**src/rtl/adcc_pkg.sv**
```systemverilog
// Package shared by the interleaved capture block.
// Holds the phase type and the default bus geometry.
package adcc_pkg;

    // Which half of a sample a capture register holds.
    typedef enum logic {
        PH_EVEN = 1'b0,
        PH_ODD  = 1'b1
    } phase_e;

    // Default number of converter data lines.
    localparam int unsigned LANES_DEF = 8;

endpackage

```
**src/rtl/adcc_clkdiv.sv**
```systemverilog
// Divide-by-two converter clock generator.
// A toggle register runs at half the system rate. A second register
// drives the pin, so the pin has no logic in front of it.
// Assumes: single system clock, synchronous active-low reset.
module adcc_clkdiv (
    input  logic clk,
    input  logic rst_n,
    output logic clk_out,
    output logic phase_hi
);

    logic toggle_q;
    logic out_q;

    // Toggle on every system edge.
    always_ff @(posedge clk) begin
        if (!rst_n) toggle_q <= 1'b0;
        else        toggle_q <= ~toggle_q;
    end

    // Output pipeline stage for the converter clock pin.
    always_ff @(posedge clk) begin
        if (!rst_n) out_q <= 1'b0;
        else        out_q <= toggle_q;
    end

    assign clk_out  = out_q;
    assign phase_hi = out_q;

endmodule

```
**src/rtl/adcc_inpipe.sv**
```systemverilog
// Input register stage for the converter data lines and strobe.
// Assumes the inputs are stable around the system clock edge.
module adcc_inpipe #(
    parameter int unsigned LANES = adcc_pkg::LANES_DEF
) (
    input  logic             clk,
    input  logic             rst_n,
    input  logic [LANES-1:0] bus_in,
    input  logic             strobe_in,
    output logic [LANES-1:0] bus_q,
    output logic             strobe_q
);

    // Register the data lines.
    always_ff @(posedge clk) begin
        if (!rst_n) bus_q <= '0;
        else        bus_q <= bus_in;
    end

    // Register the returned converter strobe.
    always_ff @(posedge clk) begin
        if (!rst_n) strobe_q <= 1'b0;
        else        strobe_q <= strobe_in;
    end

endmodule

```
**src/rtl/adcc_phase_capture.sv**
```systemverilog
// One phase capture register.
// Loads the pipelined bus only when its own phase is active. Line k goes
// to bit 2k+PARITY of a full-width word; the other bits stay zero, so two
// of these registers can be merged with a plain OR.
module adcc_phase_capture #(
    parameter int unsigned     LANES  = adcc_pkg::LANES_DEF,
    parameter adcc_pkg::phase_e PARITY = adcc_pkg::PH_EVEN,
    localparam int unsigned    WORD_W = 2 * LANES
) (
    input  logic              clk,
    input  logic              rst_n,
    input  logic              load,
    input  logic [LANES-1:0]  bus_q,
    output logic [WORD_W-1:0] word_q
);

    localparam int unsigned OFS = (PARITY == adcc_pkg::PH_ODD) ? 1 : 0;

    for (genvar k = 0; k < LANES; k++) begin : g_lane
        // Captured bit for line k in this phase.
        always_ff @(posedge clk) begin
            if (!rst_n)    word_q[2*k+OFS] <= 1'b0;
            else if (load) word_q[2*k+OFS] <= bus_q[k];
        end
        // Position belonging to the other phase is tied to zero.
        assign word_q[2*k+1-OFS] = 1'b0;
    end

endmodule

```
**src/rtl/adcc_merge.sv**
```systemverilog
// Merge and strobe stage.
// Raises a one-cycle strobe and registers the OR of both phase words
// in the cycle after an odd capture that follows an even capture.
module adcc_merge #(
    parameter int unsigned LANES  = adcc_pkg::LANES_DEF,
    localparam int unsigned WORD_W = 2 * LANES
) (
    input  logic              clk,
    input  logic              rst_n,
    input  logic              even_load,
    input  logic              odd_load,
    input  logic [WORD_W-1:0] even_word,
    input  logic [WORD_W-1:0] odd_word,
    output logic [WORD_W-1:0] sample_q,
    output logic              valid_q
);

    logic armed_q;
    logic pair_done_q;

    // Remember that an even half exists, so an orphan odd half is dropped.
    always_ff @(posedge clk) begin
        if (!rst_n)         armed_q <= 1'b0;
        else if (even_load) armed_q <= 1'b1;
    end

    // Flag a completed pair one cycle after its odd half is captured.
    always_ff @(posedge clk) begin
        if (!rst_n) pair_done_q <= 1'b0;
        else        pair_done_q <= odd_load & armed_q;
    end

    // Output register: merged word and strobe.
    always_ff @(posedge clk) begin
        if (!rst_n) begin
            sample_q <= '0;
            valid_q  <= 1'b0;
        end else begin
            valid_q <= pair_done_q;
            if (pair_done_q) sample_q <= even_word | odd_word;
        end
    end

endmodule

```
**src/rtl/adcc_ddr_capture.sv**
```systemverilog
// Top of the interleaved converter capture block.
// Generates the half-rate converter clock and registers the incoming lines.
// Captures the even and odd halves in separate scattered registers and
// emits each merged sample with a one-cycle strobe.
// Assumes: one system clock; converter data already aligned to it.
module adcc_ddr_capture #(
    parameter int unsigned LANES             = adcc_pkg::LANES_DEF,
    parameter bit          PHASE_FROM_STROBE = 1'b0,
    localparam int unsigned WORD_W           = 2 * LANES
) (
    input  logic              clk,
    input  logic              rst_n,
    input  logic [LANES-1:0]  adc_bus,
    input  logic              adc_strobe,
    output logic              conv_clk,
    output logic [WORD_W-1:0] sample,
    output logic              sample_valid
);

    logic             div_phase;
    logic [LANES-1:0] bus_q;
    logic             strobe_q;
    logic             phase_hi;
    logic             even_load;
    logic             odd_load;
    logic [WORD_W-1:0] even_word;
    logic [WORD_W-1:0] odd_word;

    adcc_clkdiv u_clkdiv (
        .clk      (clk),
        .rst_n    (rst_n),
        .clk_out  (conv_clk),
        .phase_hi (div_phase)
    );

    adcc_inpipe #(.LANES(LANES)) u_inpipe (
        .clk       (clk),
        .rst_n     (rst_n),
        .bus_in    (adc_bus),
        .strobe_in (adc_strobe),
        .bus_q     (bus_q),
        .strobe_q  (strobe_q)
    );

    // Phase source: local divider by default, or the returned strobe.
    if (PHASE_FROM_STROBE) begin : g_ph_strobe
        logic unused_div;
        assign phase_hi   = strobe_q;
        assign unused_div = div_phase;
    end else begin : g_ph_local
        logic unused_strobe;
        assign phase_hi      = div_phase;
        assign unused_strobe = strobe_q;
    end

    // Each capture register loads only in its own phase.
    assign even_load = phase_hi;
    assign odd_load  = ~phase_hi;

    adcc_phase_capture #(.LANES(LANES), .PARITY(adcc_pkg::PH_EVEN)) u_cap_even (
        .clk    (clk),
        .rst_n  (rst_n),
        .load   (even_load),
        .bus_q  (bus_q),
        .word_q (even_word)
    );

    adcc_phase_capture #(.LANES(LANES), .PARITY(adcc_pkg::PH_ODD)) u_cap_odd (
        .clk    (clk),
        .rst_n  (rst_n),
        .load   (odd_load),
        .bus_q  (bus_q),
        .word_q (odd_word)
    );

    adcc_merge #(.LANES(LANES)) u_merge (
        .clk       (clk),
        .rst_n     (rst_n),
        .even_load (even_load),
        .odd_load  (odd_load),
        .even_word (even_word),
        .odd_word  (odd_word),
        .sample_q  (sample),
        .valid_q   (sample_valid)
    );

endmodule

```
**config.mk**
```make
export PLATFORM = sky130hd
export DESIGN_NAME = adcc_ddr_capture
export DESIGN_NICKNAME = d
export VERILOG_FILES = /design/src/rtl/adcc_pkg.sv /design/src/rtl/adcc_clkdiv.sv /design/src/rtl/adcc_inpipe.sv /design/src/rtl/adcc_phase_capture.sv /design/src/rtl/adcc_merge.sv /design/src/rtl/adcc_ddr_capture.sv
export SDC_FILE = /design/constraint.sdc
export NUM_CORES = 1
export LEC_CHECK = 0
export BUFFER_PORTS_ARGS = -buffer_cell sky130_fd_sc_hd__buf_2
export CAP_MARGIN = 20
export CORE_ASPECT_RATIO = 1.75
export CORE_MARGIN = 2
export CORE_UTILIZATION = 56
export CTS_BUF_LIST = sky130_fd_sc_hd__clkbuf_2 sky130_fd_sc_hd__clkbuf_4 sky130_fd_sc_hd__clkbuf_8
export DETAILED_ROUTE_END_ITERATION = 6
export PLACE_DENSITY = 0.8
export SETUP_SLACK_MARGIN = 0.02
export SYNTH_ARGS = -nofsm -noshare
export SYNTH_HDL_FRONTEND = slang
export SYNTH_SLANG_ARGS = --single-unit
```
**constraint.sdc**
```tcl
create_clock -name clk -period 1.22 [get_ports clk]
set_clock_uncertainty 0.15 [all_clocks]
set_input_delay 0.061 -clock clk [delete_from_list [all_inputs] [get_ports clk]]
set_output_delay 0.061 -clock clk [all_outputs]
set_load 0.02 [all_outputs]
```
# ---- After elaboration in Yosys (flattened, before gate mapping)
# Index checks and enable logic that the tools add are counted.
dict set report word_totals {
  reg_bits 45
  wordCells 27
}
dict set report classes {
  bitwise 4
}
# operator n
set op_table {}
lappend op_table {{OR 15 x 16 -> 16 bit} 1}
lappend op_table {{inverter 1 bit} 2}
lappend op_table {{AND 1 bit} 1}

# ---- Depth between registers and ports, before layout
# Gate-level depths: netlist (run 1).
dict set report depth {
  ltp_word 2
  mapped_depth 4
  ltp_nobuf 2
}

# ---- By module
# A second synthesis (run 1) with hierarchy kept.
dict set report hier_totals {
  hier_cells 166
  hier_area_um2 1716.6
}
# module instances cells_each area_per_inst_um2
set by_module_without_submodules {}
lappend by_module_without_submodules {adcc_phase_capture 2 34 365.4}
lappend by_module_without_submodules {adcc_merge 1 74 681.9}
lappend by_module_without_submodules {adcc_inpipe 1 18 236.5}
lappend by_module_without_submodules {adcc_clkdiv 1 5 63.8}
lappend by_module_without_submodules {adcc_ddr_capture 1 1 3.8}

# ---- Least setup slack after synthesis (run 1)
# Ideal clock, no wire load.
dict set report synth_path {
  path_type {register to register}
  start {register u_clkdiv.out_q (netlist: u_clkdiv.clk_out)}
  end {register u_cap_odd.word_q[1]}
  arrival_ns 0.978
  path_slack_ns -0.024
  path_stages_with_launch 5
  n_path_buf 2
  synth_period_minus_slack_ns 1.244
  cell_sequence {dfxtp_1 -> buf_6 -> buf_12 -> mux2i_1 -> nor2b_1}
}
# element line_no
set synth_rtl {}
lappend synth_rtl {{start, declared} adcc_clkdiv.sv:13} ;# logic out_q;
lappend synth_rtl {{start signal, assigned} adcc_clkdiv.sv:24} ;# else out_q <= toggle_q;
lappend synth_rtl {{end signal, assigned by index} adcc_phase_capture.sv:23} ;# else if (load) word_q[2*k+OFS] <= bus_q[k];
lappend synth_rtl {{end, declared} adcc_phase_capture.sv:14} ;# output logic [WORD_W-1:0] word_q

# ---- Worst setup path after layout (run 1)
dict set report layout_path {
  start {register u_clkdiv.out_q (netlist: u_clkdiv.clk_out)}
  end {output port conv_clk}
}
# element line_no
set layout_rtl {}
lappend layout_rtl {{end, declared} adcc_ddr_capture.sv:15} ;# output logic conv_clk,
# No word-level cell between the ends.

==> metrics.txt, run 1 <==
outcome finished clean; CTS tree built; Post-Syn Instances 131; worst r2r src u_clkdiv.clk_out; critical path launch point type flop; Mapped Area 1580 sq um; worst vdd ir 1110 uV; Post-Route WL 2.51 mm; crit path capture conv_clk; sequential-to-total area share from yosys stat 56.9%; CORE AREA 2690 sq um; PortBufs 27; Crit. End Element output pin; CP Max Fanout 7; fin crit share 95.1%; Final Util 72.0%; WS Path Type flop to output pin; Cell Area, Placed 1750 sq um; ant diodes 0; Detailed Routing Iterations Pass 1 2; syn avg cell area 12.1 sq um; Crit path required time 1.01 ns; Syn Nets 142; r2r setup slk 0.17 ns; initial antenna violation count 0; Detailed Route Iter0 Violations 11; Slew HR 88.7%; H-tree lvl count 2; # nets final 183; Top Ports 29; synth-to-layout area growth 22.5%; pwr dens 1390 nW/um^2; Synth top area share 56.9%; final instance area 1940 sq um; Die Y 74.3 microns; clock buffer depth 2; Via Count 978; post-synth cell types 10; final count of negative-setup-slack endpoints 0; layout cells sized above 1 25.4%; Max Slew Vio Count 0; clock buffer count from CTS 5; grt total ovfl 0; Arr. time, crit path 0.95 ns; Reg2Reg Depth 3; drt wl/cell 12.6 microns; # rows 25; final hold vios 0; Placer Congestion 0.682; Yosys reg bits 45; die area 3280 sq um; Die X 44.2 microns; first-pass GRT wire length 4.41 mm; Fin Setup TNS 0 ns; Pwr Total 2.69 mW; Max-Cap Viols 0; Worst-Margin Slew 0.165 ns; fmax 0.862 GHz; min Tclk post-route 1.16 ns; unrepaired setup endpoints after global routing true; HPWL after detailed placement 1.67 mm; vias per inst 4.89; largest net degree at the start of global routing 46; worst min path class primary input to flop; synth warn 0; fill cell count 214; Starting Density 58.8%; worst setup path start u_clkdiv.clk_out; CTS root buf clkbuf_8; clk slew on worst S/H paths 0.07 ns; Hold Path Stages 4; Antenna Nets Post-Route 0; area leader, netlist dfxtp_1; via count of the first global-routing pass 987; reg2reg end u_cap_even.word_q[2]; Post-CTS Setup Bufs 0; GRT Total Usage 18.8%; Leak 0.780 nW; clk sink count 45; Residual DRC 0; Skew-Pair Late Insertion Delay 0.29 ns; most area-consuming cells after synthesis dfxtp_1 (57%), mux2i_1 (20%), nor2b_1 (13%)
power breakdown:
group / switching, mW / internal [mW] / leakage (nW)
clock network: 0.461 / 0.511 / 0.0542
logic: 0.0746 / 0.109 / 0.358
registers: 0.0236 / 1.51 / 0.368
total: 0.560 / 2.13 / 0.780
cells in the mapped netlist, drive strengths merged:
cell,count
dfxtp,45
nor2b,33
mux2i,32
and2,10
buf,4
clkbuf,4
nand2,1
nor2,1
o21a,1
cell families after synthesis:
group | after synthesis | synth area share, %
buffers and inverters | 8 | 4.90
AND/OR/NAND/NOR | 45 | 17.5
flip-flops | 45 | 56.9
multiplexers | 32 | 20.2
AO/OA/AOI/OAI | 1 | 0.474
placed cells by master (no fill, tap or decap), types with 2 or more instances in the layout:
cell type / count
buf_12: 2
dfxtp_1: 43
mux2i_1: 32
buf_2: 26
and2_1: 10
dlygate4sd3_1: 8
dfxtp_2: 2
buf_4: 6
clkbuf_8: 7
nor2b_1: 33
critical path, stage by stage (launching register included):
cell and delay, ns:
dfxtp_2 0.34, buf_4 0.16, buf_4 0.15
per-layer routing:
metal	global-route usage [%]	wire (microns)	vias to the layer above
met3	6.07	104	5
met2	31.7	1330	20
met4	11.1	70	0
met5	0	0	-
li1	-	-	501
met1	19.9	1000	452
per-stage QoR:
step | cells | hold slack [ns] | setup slack [ns]
after global routing | 200 | 0.0672 | 0.0180
final | 200 | 0.0427 | 0.0602
after global placement | 184 | 0.118 | 0.160
after floorplan | 131 | 0.0383 | 0.0574
after detailed placement | 184 | 0.123 | 0.119
after CTS | 200 | 0.0331 | 0.0219
what timing repair did:
action                     CTS  global route
hold buffers                 8             0
resized for setup            0             2
hold endpoints to repair     8             0
setup endpoints to repair    0             2
worst min path at each step:
stage | startpoint | endpoint | slack [ns]
global placement | adc_bus[0] | u_inpipe.bus_q[0] | 0.12
finish | rst_n | u_merge.pair_done_q | 0.04
detailed placement | adc_bus[2] | u_inpipe.bus_q[2] | 0.12
floorplan | adc_bus[0] | u_inpipe.bus_q[0] | 0.04
global route | rst_n | u_merge.pair_done_q | 0.07
CTS | rst_n | u_merge.armed_q | 0.03
final cells by class:
type	instances	area [sq um]	area share, %
multi-input cells	78	604	31.2
well taps	27	33.8	1.74
clock buffers	7	96.3	4.97
repair buffers	42	295	15.2
flip-flops and latches	45	903	46.6
clock inverters	1	5.00	0.258
state kept, by name, indices dropped and copies added, names as in the netlist:
signal and count:
u_merge.sample_q 16, u_cap_even.word_q 8, u_cap_odd.word_q 8, u_inpipe.bus_q 8
u_clkdiv.clk_out 1, u_clkdiv.toggle_q 1, u_merge.armed_q 1, u_merge.pair_done_q 1
u_merge.valid_q 1
Note: power is estimated with default switching activity, not from simulation.
==> inputs of run 2 (changes only) <==
--- a/config.mk
+++ b/config.mk
@@ -5,14 +5,15 @@
 export SDC_FILE = /design/constraint.sdc
 export NUM_CORES = 1
 export LEC_CHECK = 0
-export BUFFER_PORTS_ARGS = -buffer_cell sky130_fd_sc_hd__buf_2
 export CAP_MARGIN = 20
 export CORE_ASPECT_RATIO = 1.75
 export CORE_MARGIN = 2
-export CORE_UTILIZATION = 56
+export CORE_UTILIZATION = 60
 export CTS_BUF_LIST = sky130_fd_sc_hd__clkbuf_2 sky130_fd_sc_hd__clkbuf_4 sky130_fd_sc_hd__clkbuf_8
 export DETAILED_ROUTE_END_ITERATION = 6
-export PLACE_DENSITY = 0.8
+export DONT_BUFFER_PORTS = 1
+export MAX_ROUTING_LAYER = met4
+export PLACE_DENSITY = 0.76
 export SETUP_SLACK_MARGIN = 0.02
 export SYNTH_ARGS = -nofsm -noshare
 export SYNTH_HDL_FRONTEND = slang
==> metrics.txt, run 2 (synthesized netlist as in run 1, its figures left out) <==
outcome finished with violations; failing checks negative hold slack; drt wl/cell 13.7 microns (+8.8%); Die X 42.8 microns (-3.1%); Top Ports 29 (unchanged); Fin Setup TNS 0 ns (unchanged); Reg2Reg Depth 2 (-1); worst vdd ir 1360 uV (+23%); worst setup path start u_clkdiv.toggle_q; CORE AREA 2490 sq um (-7.3%); critical path launch point type flop; CTS root buf clkbuf_8; min Tclk post-route 1.18 ns (+0.0214 ns); most common cell after layout, fill and taps aside dfxtp_1; GRT busiest layer met2; final hold vios 36 (+36); clock buffer count from CTS 5 (unchanged); M2 GR Usage 29.6% (-2.1 points); Hold WS -0.254 ns (-0.297 ns); Post-Route WL 2.43 mm (-3.1%); Max Slew Vio Count 0 (unchanged); largest register by flop count u_merge.sample_q; Starting Density 63.5% (+4.7 points); worst min path class primary input to flop; Cells after DPL 162 (-12%); layout cells sized above 1 14.5% (-11 points); commonest non-fill, non-tap cells in the layout dfxtp_1 (43), nor2b_1 (33), mux2i_1 (32); reg2reg end u_clkdiv.toggle_q; Crit. End Element flop; fmax 0.847 GHz (-1.8%); # nets final 163 (-11%); Residual DRC 0 (unchanged); Via Count 923 (-5.6%); WS Path Type flop to flop; die area 3080 sq um (-6.2%); Worst-Margin Slew 0.256 ns (+0.0904 ns); Leak 0.689 nW (-12%); Placer Congestion 0.712 (+4.4%); HPWL after detailed placement 1.57 mm (-5.5%); PortBufs 0 (-100%); clk sink count 45 (unchanged); max reg flops 16 (unchanged); fill cell count 186 (-13%); initial antenna violation count 0 (unchanged); M3 GR Usage 7.46% (+1.4 points); first-pass GRT wire length 4.26 mm (-3.3%); hold-fix buffers at CTS 9 (+1); Pwr Total 2.60 mW (-3.4%); # rows 24 (-4.0%); Arr. time, crit path 1.21 ns (+0.26 ns); Max-Cap Viols 0 (unchanged); Die Y 71.9 microns (-3.2%); fin crit share 96.8% (+1.8 points); GRT met1 Usage 21.5% (+1.6 points); Crit path required time 1.25 ns (+0.24 ns); r2r setup slk 0.04 ns (-0.13 ns); clock buffer depth 2 (unchanged); fin cells 178 (-11%); Detailed Routing Iterations Pass 1 4 (+2); via count of the first global-routing pass 924 (-6.4%); crit path capture u_clkdiv.toggle_q; Final Util 74.4% (+2.4 points); Antenna Nets Post-Route 0 (unchanged); clk slew on worst S/H paths 0.07 ns (about the same); synth-to-layout area growth 17.2%; Detailed Route Iter0 Violations 5 (-6); unrepaired setup endpoints after global routing false; H-tree lvl count 2 (unchanged); CP Max Fanout 2 (-5); Skew-Pair Late Insertion Delay 0.29 ns (about the same); largest net degree at the start of global routing 46 (unchanged); Slew HR 82.9% (-5.7 points); pwr dens 1400 nW/um^2 (+0.95%); GRT Total Usage 19.3% (+0.56 points); CTS tree built; grt total ovfl 0 (unchanged); worst r2r src u_clkdiv.toggle_q; ant diodes 0 (unchanged); vias per inst 5.19 (+6.0%); final count of negative-setup-slack endpoints 0 (unchanged)
==> run 2: cell count changes in the layout (fill, tap and decap cells not counted) <==
cell           before  now
buf_2              26    0
buf_4               6   10
buf_12              2    3
clkbuf_4            0    1
clkbuf_8            7    6
clkinv_2            1    0
dlygate4sd3_1       8    9
==> run 2: layer usage <==
layer  up-vias  wire length (microns)
met4         0                     59
li1        464                      -
met3         6                    146
met1       430                    990
met5         -                      0
met2        23                   1240
==> run 2: worst min path at each step <==
stage                     cells after the start        from  slack (ns)             endpoint
after global routing                          2       rst_n       -0.28  u_merge.pair_done_q
final                                         2       rst_n       -0.25  u_merge.pair_done_q
after global placement                        1       rst_n        0.03      u_merge.armed_q
after detailed placement                      1       rst_n        0.04    u_inpipe.bus_q[7]
after CTS                                     2       rst_n       -0.26  u_merge.pair_done_q
after floorplan                               1  adc_bus[0]        0.04    u_inpipe.bus_q[0]
==> run 2: final cells by class <==
type | instances | area, sq um | area share, %
flip-flops and latches | 45 | 903 | 48.7
multi-input cells | 78 | 604 | 32.6
repair buffers | 22 | 225 | 12.1
clock buffers | 7 | 90.1 | 4.86
well taps | 26 | 32.5 | 1.75
==> run 2: repair_timing <==
item	4_1_cts	5_1_grt
gates resized for setup	0	1
hold endpoints to repair	45	36
buffers inserted	0	0
endpoints found under the setup margin	0	1
==> run 2: metrics by stage <==
stage                     hold slack (ns)  area [sq um]  setup WS (ns)
after floorplan                    0.0383          1580         0.0574
after global placement             0.0341          1670          0.152
after detailed placement           0.0387          1670         0.0479
after CTS                          -0.263          1850         0.0367
after global routing               -0.276          1860         0.0224
final                              -0.254          1860         0.0388
==> run 2: power by group <==
group / leakage [nW] / internal [mW] / switching, mW / total [mW]
sequential: 0.368 / 1.51 / 0.0271 / 1.54
combinational: 0.274 / 0.0975 / 0.0514 / 0.149
clock: 0.0477 / 0.471 / 0.442 / 0.913
total: 0.689 / 2.08 / 0.520 / 2.60
==> run 2: critical path, cell delays in order (launching register included) <==
cell and delay [ns]:
dfxtp_1 0.34, nor2b_1 0.04, dlygate4sd3_1 0.54
